File: config.mk
export PLATFORM = sky130hd
export DESIGN_NAME = dual_strobe_shreg
export DESIGN_NICKNAME = d
export VERILOG_FILES = /design/src/rtl/dsr_pkg.sv /design/src/rtl/dsr_strobe_qual.sv /design/src/rtl/dsr_stage.sv /design/src/rtl/dual_strobe_shreg.sv
export SDC_FILE = /design/constraint.sdc
export NUM_CORES = 1
export LEC_CHECK = 0
export BUFFER_PORTS_ARGS = -buffer_cell sky130_fd_sc_hd__buf_2
export CORE_AREA = 3 3 40 42
export DETAILED_ROUTE_END_ITERATION = 8
export DIE_AREA = 0 0 43 45
export GPL_ROUTABILITY_DRIVEN = 1
export SLEW_MARGIN = 20
export SYNTH_ARGS = -nofsm -noshare
export SYNTH_HDL_FRONTEND = slang
export SYNTH_SLANG_ARGS = --single-unit
File: constraint.sdc
create_clock -name clk -period 0.8 [get_ports clk]
set_input_delay 0.16 -clock clk [delete_from_list [all_inputs] [get_ports clk]]
set_output_delay 0.16 -clock clk [all_outputs]
set_load 0.02 [all_outputs]
File: src/rtl/dsr_pkg.sv
package dsr_pkg;

   typedef enum logic {
      MODE_SERIAL   = 1'b0,
      MODE_PARALLEL = 1'b1
   } dsr_mode_e;

   typedef struct packed {
      logic shift_en;
      logic load_en;
   } dsr_ctrl_t;

endpackage

File: src/rtl/dsr_strobe_qual.sv
module dsr_strobe_qual
   import dsr_pkg::*;
(
   input  logic      mode_i,
   input  logic      shift_stb_i,
   input  logic      load_stb_i,
   output dsr_ctrl_t ctrl_o
);

   dsr_mode_e mode;

   always_comb begin
      mode = dsr_mode_e'(mode_i);
      ctrl_o.shift_en = 1'b0;
      ctrl_o.load_en  = 1'b0;
      case (mode)
         MODE_SERIAL:   ctrl_o.shift_en = shift_stb_i;
         MODE_PARALLEL: ctrl_o.load_en  = load_stb_i;
         default: ;
      endcase
   end

endmodule

File: src/rtl/dsr_stage.sv
module dsr_stage (
   input  logic clk,
   input  logic rst,
   input  logic shift_en,
   input  logic load_en,
   input  logic shift_in,
   input  logic load_in,
   output logic q
);

   logic nxt;

   always_comb begin
      nxt = q;
      if (load_en)       nxt = load_in;
      else if (shift_en) nxt = shift_in;
   end

   always_ff @(posedge clk) begin
      if (rst) q <= 1'b0;
      else     q <= nxt;
   end

endmodule

File: src/rtl/dual_strobe_shreg.sv
module dual_strobe_shreg
   import dsr_pkg::*;
#(
   parameter int WIDTH = 4
) (
   input  logic             clk,
   input  logic             rst,
   input  logic             mode_i,
   input  logic             shift_stb_i,
   input  logic             load_stb_i,
   input  logic             ser_i,
   input  logic [WIDTH-1:0] par_i,
   output logic [WIDTH-1:0] q_o
);

   localparam int MSB = WIDTH - 1;

   generate
      if (WIDTH < 2) begin : g_bad_width
         $error("dual_strobe_shreg: WIDTH must be at least 2");
      end
   endgenerate

   dsr_ctrl_t ctrl;

   dsr_strobe_qual u_qual (
      .mode_i      (mode_i),
      .shift_stb_i (shift_stb_i),
      .load_stb_i  (load_stb_i),
      .ctrl_o      (ctrl)
   );

   logic [MSB:0] shift_src;

   generate
      for (genvar i = 0; i < WIDTH; i++) begin : g_stage
         if (i == 0) begin : g_head
            assign shift_src[i] = ser_i;
         end else begin : g_body
            assign shift_src[i] = q_o[i-1];
         end

         dsr_stage u_stage (
            .clk      (clk),
            .rst      (rst),
            .shift_en (ctrl.shift_en),
            .load_en  (ctrl.load_en),
            .shift_in (shift_src[i]),
            .load_in  (par_i[i]),
            .q        (q_o[i])
         );
      end
   endgenerate


   reset_clear_chk: assert property (@(posedge clk) rst |=> q_o == '0);


   serial_shift_chk: assert property (@(posedge clk) disable iff (rst)
      (!mode_i && shift_stb_i) |=> q_o == {$past(q_o[MSB-1:0]), $past(ser_i)});


   parallel_load_chk: assert property (@(posedge clk) disable iff (rst)
      (mode_i && load_stb_i) |=> q_o == $past(par_i));


   load_ignored_chk: assert property (@(posedge clk) disable iff (rst)
      (!mode_i && !shift_stb_i) |=> $stable(q_o));


   shift_ignored_chk: assert property (@(posedge clk) disable iff (rst)
      (mode_i && !load_stb_i) |=> $stable(q_o));

endmodule

==> qor.csv <==
metric,value,unit
status,finished with violations,
failing checks,setup timing,
largest net degree at the start of global routing,8,
Max VDD drop,0.000394,V
Most used DFF post-synth,dfxtp_1,
hold path startpoint,rst,
Cells after Synth,26,
CP max FO,2,
startpoint types,flop,
gpl congestion,0.712,
Initial Util,17.2,%
initial detailed-routing violation count,0,
diode count,0,
fin. max-slew vios,0,
warning count from the yosys run,0,
RSZ-0062 raised after global routing,true,
nets,55,
die width,43,um
Root Buffer,clkbuf_4,
# fillers,147,
vias post-DR,234,
first-pass iteration count of the detailed router,1,
Top Family by Delay on Critical Path,flip-flops,
Async SR Flop Fraction,0,%
Crit Path Class,flop to primary output,
clock-pin slew on the worst setup and hold paths,0.04,ns
RR Endpoint,g_stage[1].u_stage.q,
PwrDens,1680,mW/mm^2
CTS tree,yes,
clock skew,0.00432,ns
Port Buffers,13,
total congestion overflow,0,
Post-CTS Hold Fix Bufs,0,
storage element area,85.1,um^2
Detail Route Antenna Nets,0,
"Seq/Total Area, Yosys",36.2,%
Fin. Hold Viols,0,
share of cells above drive strength 1,74.4,%
Worst Max-Slew Pin Slew,0.205,ns
FMAX,1190,MHz
"Clk Latency, worst-skew pair",0.23,ns
Yosys cell types,10,
Die H,45,um
Placeable Area,0.00128,mm^2
Setup TNS,-0.161,ns
R2R Setup Slk,-0.02,ns
Min-Delay Path Depth,2,
I/O Pins,14,
Syn Std Cell Area,221,um^2
max reg flops,4,
Critical Path End Type,primary output,
"Arr. time, crit path",0.68,ns
Syn-to-layout area delta,72.3,%
first-pass GRT wire length,772,um
total power,0.000641,W
Worst R2R Path Depth,3,
buffers and inverters on the worst path,1,
wire per inst,10.1,um
final setup violation count,6,
Tcrit/Tclk final,105,%
syn avg cell area,8.52,um^2
row cnt,13,
Reg with most FFs,g_stage.u_stage.q,
GR Util All Layers,5.66,%
r2r startpoint,g_stage[1].u_stage.q,
vias per cell,4.03,
hold worst-path end,g_stage[0].u_stage.q,
final WL,583,um
Leakage,0.176,nW
drc violations,0,
max incr delay on CP,0.33,ns
Worst Path Required,0.64,ns
Worst Setup SP,g_stage[2].u_stage.q,
via count of the first global-routing pass,214,
largest registers,g_stage.u_stage.q (4),
Final min period,0.844,ns
Max Cap Viol,0,
total CTS buffers,3,
Post-synth EDFFs,0,
initial antenna violation count,0,
min setup slack post-route,-0.0437,ns
"critical path, cell by cell",buf_6,
Synth Register Bits,4,
worst rel slew slack,86.2,%
Multi-input gate area,116,um^2
CTS max path bufs,2,
biggest area consumer among synthesized cells,dfxtp_1,
Synth Net Count,36,
"top cells by area, synth","dfxtp_1 36%, buf_4 14%, a311oi_1 12%",
clk sinks,4,
Worst Hold Class,primary input to flop,
Die ar.,0.00194,mm^2
most frequent cells after synthesis,"4 x buf_4, 4 x dfxtp_1, 4 x nand2_1, 4 x nor2_1",
share of the synthesized area in the top cell type,36.2,%
htree depth,1,
Worst path slowest cell,dfxtp_2,
power breakdown:
| part | internal (W) | switching [W] | total [W] |
|---|---|---|---|
| sequential | 0.000219 | 0.0000113 | 0.000231 |
| combinational | 0.0000899 | 0.0000729 | 0.000163 |
| clock | 0.000168 | 0.0000799 | 0.000248 |
metrics by stage:
step / cells / utilization (%) / area, um^2 / hold WS [ns] / setup WS, ns
after floorplan: 26 / - / 221 / 0.225 / 0.0270
after global placement: 52 / 22.3 / 287 / 0.375 / -0.137
after detailed placement: 52 / 22.3 / 287 / 0.379 / -0.156
after CTS: 58 / 28.1 / 362 / 0.128 / -0.0451
after global routing: 58 / 29.7 / 382 / 0.159 / -0.0663
final: 58 / 29.7 / 382 / 0.155 / -0.0437
how the worst max path moves through the flow:
stage                                end  slack [ns]  cells after the start
CTS                               q_o[0]       -0.05                      1
floorplan           g_stage[0].u_stage.q        0.03                      4
finish                            q_o[2]       -0.04                      1
global route        g_stage[1].u_stage.q       -0.07                      3
detailed placement  g_stage[0].u_stage.q       -0.16                      4
global placement    g_stage[2].u_stage.q       -0.14                      5
logic make-up after synthesis:
logic type	synth area share (%)
compound gates	17.5
buf+inv	18.6
flops	36.2
mux	4.52
simple gates	23.2
layout by cell type, fill, tap and decap left out, types with 2 or more instances in the layout:
master and count:
nand3_1 3, nand2_1 2, a311oi_1 2, nor2_1 3, nand2_2 2, dfxtp_2 4
buf_6 5, clkbuf_4 3, buf_4 5, buf_2 9
metal layers:
layer	vias up	GRT usage, %	wire length (um)
met5	-	0	0
met4	0	9.04	0
met3	0	0.398	38
met2	8	8.38	316
met1	103	5.78	228
li1	123	-	-
cell type report:
| cell class | instances | area share [%] |
|---|---|---|
| tap | 15 | 4.92 |
| multi-input combinational | 17 | 30.5 |
| sequential | 4 | 22.3 |
| timing repair buffer | 19 | 36.4 |
| clock buffer | 3 | 5.90 |
repair_timing:
action / CTS / global route
endpoints found under the setup margin: 4 / 7
buffers inserted: 3 / 0
pin swaps: 0 / 2
gates resized for setup: 12 / 6
Power figures use the tool's default switching activity.
